`src/rtl/ptw3_pkg.sv`:
```
package ptw3_pkg;

  typedef enum logic [1:0] {
    MODE_KERN = 2'd0,
    MODE_USER = 2'd1,
    MODE_PHYS = 2'd2,
    MODE_RSVD = 2'd3
  } mode_e;

  typedef enum logic [2:0] {
    FLT_NONE = 3'd0,
    FLT_ACV  = 3'd1,
    FLT_TNV  = 3'd2,
    FLT_FOR  = 3'd3,
    FLT_FOW  = 3'd4,
    FLT_FOE  = 3'd5
  } fault_e;

  typedef enum logic [2:0] {
    ST_IDLE,
    ST_PRE,
    ST_MREQ,
    ST_MWAIT,
    ST_FIN
  } state_e;

  localparam logic [2:0] PROT_ALL = 3'b111;

  // entry bit positions
  localparam int PTE_V   = 0;
  localparam int PTE_FO  = 1;   // three fault-on bits, read/write/exec
  localparam int PTE_KRE = 8;   // read enables, one per mode
  localparam int PTE_KWE = 12;  // write enables, one per mode

endpackage

```
`src/rtl/ptw3_precheck.sv`:
```
module ptw3_precheck
  import ptw3_pkg::*;
#(
  parameter int VA_W      = 64,
  parameter int IMPL_BITS = 43,
  parameter int SEG_LO    = 41,
  parameter int KSEG_W    = 40,
  parameter int RELOC_BIT = 43
) (
  input  logic [VA_W-1:0] vaddr,
  input  logic [1:0]      mode,
  output logic            resolved,
  output logic [2:0]      fault,
  output logic [VA_W-1:0] paddr,
  output logic [2:0]      prot
);
  localparam int TOP_W = VA_W - IMPL_BITS;

  logic [TOP_W-1:0] top_bits;
  logic             sign_ok;
  logic             in_kseg;

  assign top_bits = vaddr[VA_W-1:IMPL_BITS];
  assign sign_ok  = (&top_bits) | ~(|top_bits);
  assign in_kseg  = vaddr[VA_W-1] && (vaddr[SEG_LO+1:SEG_LO] == 2'b10);

  always_comb begin
    resolved = 1'b0;
    fault    = FLT_NONE;
    paddr    = '0;
    prot     = '0;
    if (mode == MODE_PHYS) begin
      resolved = 1'b1;
      paddr    = vaddr;
      prot     = PROT_ALL;
    end else if (!sign_ok) begin
      resolved = 1'b1;
      fault    = FLT_ACV;
    end else if (in_kseg) begin
      resolved = 1'b1;
      if (mode != MODE_KERN) begin
        fault = FLT_ACV;
      end else begin
        paddr            = {{(VA_W-KSEG_W){1'b0}}, vaddr[KSEG_W-1:0]};
        paddr[RELOC_BIT] = vaddr[KSEG_W];
        prot             = PROT_ALL;
      end
    end
  end
endmodule

```
`src/rtl/ptw3_index.sv`:
```
module ptw3_index #(
  parameter int VA_W      = 64,
  parameter int PAGE_BITS = 13,
  parameter int IDX_W     = 10,
  parameter int LEVELS    = 3,
  parameter int LVL_W     = 2
) (
  input  logic [VA_W-1:0]  vaddr,
  input  logic [LVL_W-1:0] level,
  input  logic [VA_W-1:0]  base,
  output logic [VA_W-1:0]  entry_addr
);
  localparam int USED_HI = PAGE_BITS + IDX_W*LEVELS;

  logic [IDX_W-1:0] idx_by_lvl [LEVELS];
  logic [IDX_W-1:0] idx_sel;
  logic             unused_va;

  for (genvar g = 0; g < LEVELS; g++) begin : g_lvl
    localparam int SH = PAGE_BITS + IDX_W*(LEVELS-1-g);
    assign idx_by_lvl[g] = vaddr[SH +: IDX_W];
  end

  always_comb begin
    idx_sel = '0;
    for (int i = 0; i < LEVELS; i++) begin
      if (level == LVL_W'(i)) idx_sel = idx_by_lvl[i];
    end
  end

  assign entry_addr = base + {{(VA_W-IDX_W-3){1'b0}}, idx_sel, 3'b000};
  assign unused_va  = ^{vaddr[VA_W-1:USED_HI], vaddr[PAGE_BITS-1:0]};
endmodule

```
`src/rtl/ptw3_leaf.sv`:
```
module ptw3_leaf
  import ptw3_pkg::*;
#(
  parameter int VA_W      = 64,
  parameter int PTE_W     = 64,
  parameter int PAGE_BITS = 13
) (
  input  logic [PTE_W-1:0]     pte,
  input  logic [1:0]           mode,
  input  logic [2:0]           need,
  input  logic [PAGE_BITS-1:0] offset,
  output logic                 ok,
  output logic [2:0]           fault,
  output logic [VA_W-1:0]      paddr,
  output logic [2:0]           prot
);
  logic [3:0]      rd_grp, wr_grp;
  logic [2:0]      granted, masked;
  logic [VA_W-1:0] frame;
  logic            unused_pte;

  assign rd_grp  = pte[PTE_KRE +: 4];
  assign wr_grp  = pte[PTE_KWE +: 4];
  assign granted = {rd_grp[mode], wr_grp[mode], rd_grp[mode]};
  assign masked  = granted & ~pte[PTE_FO +: 3];
  assign frame   = {{(VA_W-32){1'b0}}, pte[PTE_W-1:PTE_W-32]} << PAGE_BITS;
  assign paddr   = frame | {{(VA_W-PAGE_BITS){1'b0}}, offset};

  always_comb begin
    ok    = 1'b0;
    fault = FLT_NONE;
    prot  = '0;
    if (!pte[PTE_V]) begin
      fault = FLT_TNV;
    end else if ((need != 3'b0) && ((granted & need) == 3'b0)) begin
      fault = FLT_ACV;
      prot  = granted;
    end else begin
      prot = masked;
      if ((need != 3'b0) && ((masked & need) == 3'b0)) begin
        if (need[2])      fault = FLT_FOE;
        else if (need[1]) fault = FLT_FOW;
        else              fault = FLT_FOR;
      end else begin
        ok = 1'b1;
      end
    end
  end

  assign unused_pte = ^{pte[PTE_W-33:PTE_KWE+4], pte[PTE_KRE-1:PTE_FO+3]};
endmodule

```
`src/rtl/ptw3_walker.sv`:
```
module ptw3_walker
  import ptw3_pkg::*;
#(
  parameter int VA_W      = 64,
  parameter int PTE_W     = 64,
  parameter int PAGE_BITS = 13,
  parameter int IMPL_BITS = 43,
  parameter int IDX_W     = 10,
  parameter int LEVELS    = 3
) (
  input  logic             clk,
  input  logic             rst_n,
  input  logic             req_valid,
  output logic             req_ready,
  input  logic [VA_W-1:0]  req_vaddr,
  input  logic [1:0]       req_mode,
  input  logic [2:0]       req_need,
  input  logic [VA_W-1:0]  ptbr,
  output logic             mem_req_valid,
  input  logic             mem_req_ready,
  output logic [VA_W-1:0]  mem_req_addr,
  input  logic             mem_rsp_valid,
  input  logic [PTE_W-1:0] mem_rsp_data,
  output logic             done,
  output logic             res_ok,
  output logic [2:0]       res_fault,
  output logic [VA_W-1:0]  res_paddr,
  output logic [2:0]       res_prot
);
  localparam int LVL_W = $clog2(LEVELS);

  state_e           state;
  logic [VA_W-1:0]  va_q;
  logic [1:0]       mode_q;
  logic [2:0]       need_q;
  logic [LVL_W-1:0] lvl_q;

  logic             pre_res;
  logic [2:0]       pre_fault, leaf_fault, pre_prot, leaf_prot;
  logic [VA_W-1:0]  pre_paddr, leaf_paddr, rsp_frame, idx_base, entry_addr;
  logic [LVL_W-1:0] idx_level;
  logic             leaf_ok, last_lvl;

  ptw3_precheck #(.VA_W(VA_W), .IMPL_BITS(IMPL_BITS)) u_pre (
    .vaddr(va_q), .mode(mode_q), .resolved(pre_res),
    .fault(pre_fault), .paddr(pre_paddr), .prot(pre_prot));

  assign rsp_frame = {{(VA_W-32){1'b0}}, mem_rsp_data[PTE_W-1:PTE_W-32]} << PAGE_BITS;
  assign idx_base  = (state == ST_PRE) ? ptbr : rsp_frame;
  assign idx_level = (state == ST_PRE) ? '0 : lvl_q + LVL_W'(1);
  assign last_lvl  = (lvl_q == LVL_W'(LEVELS-1));

  ptw3_index #(.VA_W(VA_W), .PAGE_BITS(PAGE_BITS), .IDX_W(IDX_W),
               .LEVELS(LEVELS), .LVL_W(LVL_W)) u_idx (
    .vaddr(va_q), .level(idx_level), .base(idx_base), .entry_addr(entry_addr));

  ptw3_leaf #(.VA_W(VA_W), .PTE_W(PTE_W), .PAGE_BITS(PAGE_BITS)) u_leaf (
    .pte(mem_rsp_data), .mode(mode_q), .need(need_q),
    .offset(va_q[PAGE_BITS-1:0]), .ok(leaf_ok), .fault(leaf_fault),
    .paddr(leaf_paddr), .prot(leaf_prot));

  assign req_ready     = (state == ST_IDLE);
  assign mem_req_valid = (state == ST_MREQ);
  assign done          = (state == ST_FIN);

  always_ff @(posedge clk) begin
    if (!rst_n) begin
      state        <= ST_IDLE;
      va_q         <= '0;
      mode_q       <= '0;
      need_q       <= '0;
      lvl_q        <= '0;
      mem_req_addr <= '0;
      res_ok       <= 1'b0;
      res_fault    <= FLT_NONE;
      res_paddr    <= '0;
      res_prot     <= '0;
    end else begin
      unique case (state)
        ST_IDLE: if (req_valid) begin
          va_q   <= req_vaddr;
          mode_q <= req_mode;
          need_q <= req_need;
          state  <= ST_PRE;
        end
        ST_PRE: begin
          if (pre_res) begin
            res_ok    <= (pre_fault == FLT_NONE);
            res_fault <= pre_fault;
            res_paddr <= pre_paddr;
            res_prot  <= pre_prot;
            state     <= ST_FIN;
          end else begin
            mem_req_addr <= entry_addr;
            lvl_q        <= '0;
            state        <= ST_MREQ;
          end
        end
        ST_MREQ: if (mem_req_ready) state <= ST_MWAIT;
        ST_MWAIT: if (mem_rsp_valid) begin
          if (last_lvl) begin
            res_ok    <= leaf_ok;
            res_fault <= leaf_fault;
            res_paddr <= leaf_paddr;
            res_prot  <= leaf_prot;
            state     <= ST_FIN;
          end else if (!mem_rsp_data[PTE_V] || !mem_rsp_data[PTE_KRE]) begin
            res_ok    <= 1'b0;
            res_fault <= mem_rsp_data[PTE_V] ? FLT_ACV : FLT_TNV;
            res_paddr <= '0;
            res_prot  <= '0;
            state     <= ST_FIN;
          end else begin
            mem_req_addr <= entry_addr;
            lvl_q        <= lvl_q + LVL_W'(1);
            state        <= ST_MREQ;
          end
        end
        ST_FIN: state <= ST_IDLE;
        default: state <= ST_IDLE;
      endcase
    end
  end
endmodule

```
`config.mk`:
```
export PLATFORM = sky130hd
export DESIGN_NAME = ptw3_walker
export DESIGN_NICKNAME = d
export VERILOG_FILES = /design/src/rtl/ptw3_pkg.sv /design/src/rtl/ptw3_precheck.sv /design/src/rtl/ptw3_index.sv /design/src/rtl/ptw3_leaf.sv /design/src/rtl/ptw3_walker.sv
export SDC_FILE = /design/constraint.sdc
export NUM_CORES = 1
export LEC_CHECK = 0
export BUFFER_PORTS_ARGS = -buffer_cell sky130_fd_sc_hd__buf_2
export CORE_ASPECT_RATIO = 1.4
export CORE_MARGIN = 4
export CORE_UTILIZATION = 24
export CTS_BUF_LIST = sky130_fd_sc_hd__clkbuf_8 sky130_fd_sc_hd__clkbuf_16
export CTS_CLUSTER_DIAMETER = 40
export CTS_CLUSTER_SIZE = 8
export DETAILED_ROUTE_END_ITERATION = 16
export GPL_TIMING_DRIVEN = 0
export PLACE_DENSITY = 0.45
export SLEW_MARGIN = 0
export SYNTH_ARGS = -nofsm -noshare
export SYNTH_HDL_FRONTEND = slang
export SYNTH_SLANG_ARGS = --single-unit
```
`constraint.sdc`:
```
create_clock -name clk -period 4.4 [get_ports clk]
set_clock_uncertainty 0.1 [all_clocks]
set_input_delay 0.44 -clock clk [delete_from_list [all_inputs] [get_ports clk]]
set_output_delay 0.44 -clock clk [all_outputs]
set_load 0.02 [all_outputs]
```
==> flow_summary.toml, run 1 <==
[placed_design]
port_buffers = 319
gp_congestion = 0.922
dpl.hpwl_um = 40300
dp_cells = 2208

[logic_synthesis]
ys_ff_latch = 209
async_flop_share_pct = 0
yosysMostFrequentCell = "nand2_1"
netlist_area_sq_um = 10800
synth_edf_count = 0
yosys-top-cells-count = "nand2_1, dfxtp_1, a21boi_0, nand3_1, nor2_1"
yosysSeqAreaShare_pct = 38.6
yosys_warnings = 0
synth_top_area_share_pct = 38.6
synth.distinct_cells = 69
synth_top_cell_by_area = "dfxtp_1"
syn_area_per_cell_sq_um = 8.14
synthCells = 1331
synth_ff_type = "dfxtp_1"
post_synth_main_area_contributors = "dfxtp_1, nand2_1, a21boi_0"
synth_nets = 1545

[drt]
drtIter0Drc = 677
viasPerCell = 4.95
drc_errors = 0
drtPass1Iterations = 8
wl_per_cell_um = 21.8
top_layer = "met5"
wl_um = 49900
drtAntennaViolNets = 0
vias = 11300
dr_wl_met2_um = 26000
route.met3.wl_um = 3510
wirelength_met1_um = 18500

[timing]
setup_viol = 0
finalCritPeriodShare_pct = 96.4
timing.hold.ws_ps = 53.5
setup_tns_ps = 0
slew_viol_final = 0
worstMarginPinSlew_ps = 948
max_slew_margin_pct = 36.0
finalHoldViolations = 0
clock.fmax_ghz = 0.236
period_needed_ps = 4240

[clock_tree]
clock_latency_ps = 540
root_buffer = "clkbuf_16"
clk_pin_slew_ps = 50
cts_made_buffers = 39
cts_tree = "yes"
htreeDepth = 2
clockBufferDepth = 3
cts_sinks = 209

[finish]
drive_above_1_share_pct = 26.9
instances_no_fill = 2283
multi_input_area_sq_um = 6250
syn_to_final_growth_pct = 35.7
fin_nets = 1913
seqCellArea_sq_um = 4190
post-route-util_pct = 33.2
fill_cells = 4799

[outcome]
outcome = "completed"

[power]
p_sw_share_pct = 27.5
p_clk_share_pct = 50.8
peakVddDrop_uv = 223
intPower_uw = 4270
p_seq_share_pct = 35.0
switching_power_uw = 1620
p_leak_uw = 0.00630
pwr_density_cell_nw_per_um2 = 401
p_comb_share_pct = 14.2
power_uw = 5890

[hold_path]
hold_path.class = "in -> reg"

[grt]
grt_max_degree = 20
grt_remaining_overflow = 0
antenna_found_initial = 17
grtUsageTotal_pct = 19.6
grt_pass1_wl_um = 72300
first_global_vias = 11300

[setup_path]
cp-start-kind = "flip-flop"
criticalPathCategory = "reg -> reg"
end_kind = "flip-flop"
cp.arrival_ps = 4550
cp.required_ps = 4710
critical_path.max_fanout = 19
slowest_stage = "a222oi_1"
critPathMaxStageDelay_ps = 690
critical_path.cell_chain = "buf_4 > nor3b_4 > buf_12 > buf_12 > clkbuf_4 > a222oi_1 > inv_1 > ha_1 > a21oi_2 > nor2_1 > o31ai_2 > nand2_2 > buf_4 > o21ai_0 > xor2_1 > o31ai_2 > o21a_1"

[die]
die_h_um = 259
design.core.area_sq_um = 44300
num_io_pins = 340
die_area_sq_um = 48600
rows = 91
die_w_um = 188
start_util_pct = 24.5

[job]
max-cap-violations = 0
power groups by stage:
stage / registers [uW] / clock network [uW] / logic (uW)
after detailed placement: 2100 / 0 / 816
after global routing: 2070 / 3130 / 913
after floorplan: 2120 / 0 / 412
final: 2060 / 2990 / 834
after CTS: 2060 / 3060 / 827
after global placement: 2090 / 0 / 813
metrics by stage:
stage          worst slack [ps]  instance area (sq um)
3_5_place_dp              -1600                  13100
3_3_place_gp              -1570                  13100
6_report                    158                  14700
4_1_cts                    1.84                  14600
5_1_grt                   -4.00                  14700
2_1_floorplan               329                  10800
layer usage:
metal,vias to the layer above,track usage [%]
li1,5451,-
met1,5325,21.0
met2,407,36.8
met3,103,5.17
met4,24,7.08
met5,-,0
worst max-delay path, delay by kind of cell (launching register included):
kind	cells	cell delay (ps)
AO/OA/AOI/OAI	6	1540
XOR/XNOR	1	280
adder cells (fa/ha/maj)	1	340
buffers and inverters	6	1130
flip-flops	1	290
AND/OR/NAND/NOR	3	430
state kept, by name, indices dropped and copies added, names as in the netlist:
name / flops
mem_req_addr: 64
res_paddr: 64
va_q: 64
need_q: 3
res_fault: 3
res_prot: 3
state: 3
lvl_q: 2
mode_q: 2
res_ok: 1
cell usage in the layout (no fill, tap or decap), drive strengths merged, types with 11 or more instances in the layout:
cell type,count
nor3b,38
xnor2,36
o21ai,62
a21boi,95
nand2,263
buf,363
xor2,22
nand4,24
inv,27
ha,11
dfxtp,209
mux2i,25
clkbuf,101
a221oi,32
nand3,69
nor2b,31
a21oi,41
and3,34
and2,31
nor3,16
nor2,62
layout make-up:
type / instances / area share [%]
diodes: 5 / 0.0851
plain buffers: 89 / 3.16
clock buffers: 43 / 7.09
clock inverters: 19 / 1.64
inverters: 22 / 0.562
multi-input cells: 1006 / 42.5
flip-flops and latches: 209 / 28.5
well taps: 558 / 4.75
repair buffers: 332 / 11.7
logic make-up after synthesis:
kind of cell    share of synthesized area (%)
simple gates                             27.2
mux                                      2.86
buf+inv                                  4.90
compound gates                           20.2
fa+ha+maj                                1.46
xor+xnor                                 4.69
flops                                    38.6
repair_timing:
action,in CTS,in global routing
gates cloned,0,1
hold endpoints to repair,0,0
hold buffers,0,0
setup buffers,5,7
gates resized for setup,34,14
pin swaps,9,8
setup endpoints to repair,58,38
final timing paths:
check	slack (ps)	from	to	cells after the start
max	160	state[0]$_SDFFE_PN0P_	mem_req_addr[20]$_SDFFE_PN0P_	17
min	50	req_vaddr[56]	va_q[56]$_SDFFE_PN0P_	3
max reg2reg	160	state[0]$_SDFFE_PN0P_	mem_req_addr[20]$_SDFFE_PN0P_	17
min reg2reg	340	mem_req_addr[52]$_SDFFE_PN0P_	mem_req_addr[52]$_SDFFE_PN0P_	2
(Power assumes the default switching activity.)
==> inputs of run 2 (changes only) <==
- CAP_MARGIN: unset -> 10
- CELL_PAD_IN_SITES_DETAIL_PLACEMENT: unset -> 1
- CELL_PAD_IN_SITES_GLOBAL_PLACEMENT: unset -> 1
- CORE_MARGIN: 4 -> unset
- PLACE_DENSITY: 0.45 -> 0.58
==> run 2 against run 1 <==
Against the previous run: first-iteration DRC count shrank 27%; clock-buffer cell count rose by 5; via count is 0.20% higher; critical path type unchanged.
==> flow_summary.toml, run 2 (synthesis gave the netlist of run 1 again) <==
[drt]
drtAntennaViolNets = 0
drc_errors = 0
wl_um = 50500
drtIter0Drc = 495
viasPerCell = 4.93
vias = 11300
drtPass1Iterations = 5
wl_per_cell_um = 22.0

[grt]
antenna_found_initial = 18
grt_remaining_overflow = 0
grt_pass1_wl_um = 74500
first_global_vias = 12200
grt_max_degree = 20
grtUsageTotal_pct = 21.8

[setup_path]
crit_buf_inv = 5
slowest_stage = "a222oi_1"
cp_top_family = "compound AO/OA/AOI/OAI gates"
end_kind = "flip-flop"
critical_path.max_fanout = 8
critPathMostFrequentCell = "buf_12"
criticalPathCategory = "reg -> reg"
cp.required_ps = 4730
critical_path.cell_chain = "nor3b_4 > buf_12 > buf_12 > nor2_4 > buf_4 > a22o_1 > a222oi_1 > inv_1 > fa_2 > a211oi_4 > o211ai_1 > a31o_2 > nand4_1 > buf_6 > nor3_4 > xor2_1 > o21ai_1 > and2_1"
critPathMaxStageDelay_ps = 620
cp-start-kind = "flip-flop"
cp.arrival_ps = 4710

[die]
die_h_um = 253
num_io_pins = 340
start_util_pct = 24.5
die_w_um = 182
design.core.area_sq_um = 44300
die_area_sq_um = 46000
rows = 91

[clock_tree]
htreeDepth = 2
clock_latency_ps = 540
clockBufferDepth = 3
clk_pin_slew_ps = 50
cts_sinks = 209
cts_tree = "yes"
root_buffer = "clkbuf_16"
cts_hold_buffers = 0
cts_made_buffers = 40

[timing]
worstMarginPinSlew_ps = 979
finalCritPeriodShare_pct = 99.4
slew_viol_final = 0
setup_viol = 0
period_needed_ps = 4380
finalHoldViolations = 0
timing.hold.ws_ps = 48.0
clock.fmax_ghz = 0.229
rsz0062_at_grt = "true"
max_slew_margin_pct = 33.9

[power]
intPower_uw = 4140
p_comb_share_pct = 14.5
switching_power_uw = 1640
pwr_density_cell_nw_per_um2 = 390
p_clk_share_pct = 49.7
p_sw_share_pct = 28.3
p_leak_uw = 0.00634
peakVddDrop_uv = 233
power_uw = 5780
p_seq_share_pct = 35.8

[finish]
instances_no_fill = 2299
drive_above_1_share_pct = 27.7
seqCellArea_sq_um = 4190
fill_cells = 5358
syn_to_final_growth_pct = 36.7
fin_nets = 1922
layout_commonest_cell = "buf_2"
largestRegisters = "mem_req_addr x64, res_paddr x64, va_q x64"
multi_input_area_sq_um = 6340
final_cell_mix = "buf_2, nand2_1, dfxtp_1, a21boi_0, nand3_1"
post-route-util_pct = 33.4
final_area_sq_um = 14800

[job]
max-cap-violations = 0

[placed_design]
port_buffers = 319
gp_congestion = 0.880
dpl.hpwl_um = 40900
dp_cells = 2208
dpl_cell_area_sq_um = 13100

[outcome]
outcome = "completed"

[hold_path]
hold_path.class = "in -> reg"
## run 2: area by class of cell
cell class / instances / area share, %
Inverter: 22 / 0.558
Clock buffer: 48 / 7.58
Timing Repair Buffer: 340 / 11.9
Clock inverter: 17 / 0.819
Multi-Input combinational cell: 1006 / 42.8
Tap cell: 558 / 4.71
Buffer: 89 / 3.16
Antenna cell: 10 / 0.169
Sequential cell: 209 / 28.3
## run 2: final timing paths
check,cells past startpoint,startpoint,endpoint,slack [ps]
setup / recovery,18,state[1]$_SDFFE_PN0P_,mem_req_addr[35]$_SDFFE_PN0P_,20
setup reg to reg,18,state[1]$_SDFFE_PN0P_,mem_req_addr[35]$_SDFFE_PN0P_,20
hold reg to reg,2,mem_req_addr[31]$_SDFFE_PN0P_,mem_req_addr[31]$_SDFFE_PN0P_,340
hold / removal,3,req_vaddr[7],va_q[7]$_SDFFE_PN0P_,50
## run 2: per-stage QoR
step,setup TNS (ps),setup slack (ps)
2_1_floorplan,0,329
3_3_place_gp,-74790,-1790
3_5_place_dp,-79290,-1850
4_1_cts,-112,-36.3
5_1_grt,-347,-81.9
6_report,0,24.6
## run 2: worst min-delay path, stage by stage
cell	delay, ps
buf_2	90
nand2_1	40
a21boi_0	60
## run 2: layer usage
layer | track usage (%) | part of all wire, % | wire length (um)
met2 | 40.4 | 51 | 26000
met1 | 22.5 | 37 | 18700
met4 | 12.4 | 5.7 | 2890
met5 | 0 | 0.16 | 80
met3 | 4.69 | 5.7 | 2870
## run 2: power groups by stage
stage	logic, uW	clock network [uW]	registers (uW)
floorplan	412	0	2120
global placement	804	0	2100
detailed placement	816	0	2110
CTS	837	2930	2070
global route	912	3020	2080
finish	838	2870	2070
## run 2: repair_timing
item / 4_1_cts / 5_1_grt
resized for setup: 49 / 24
setup endpoints to repair: 60 / 41
pin swaps: 17 / 20
setup buffers: 13 / 8
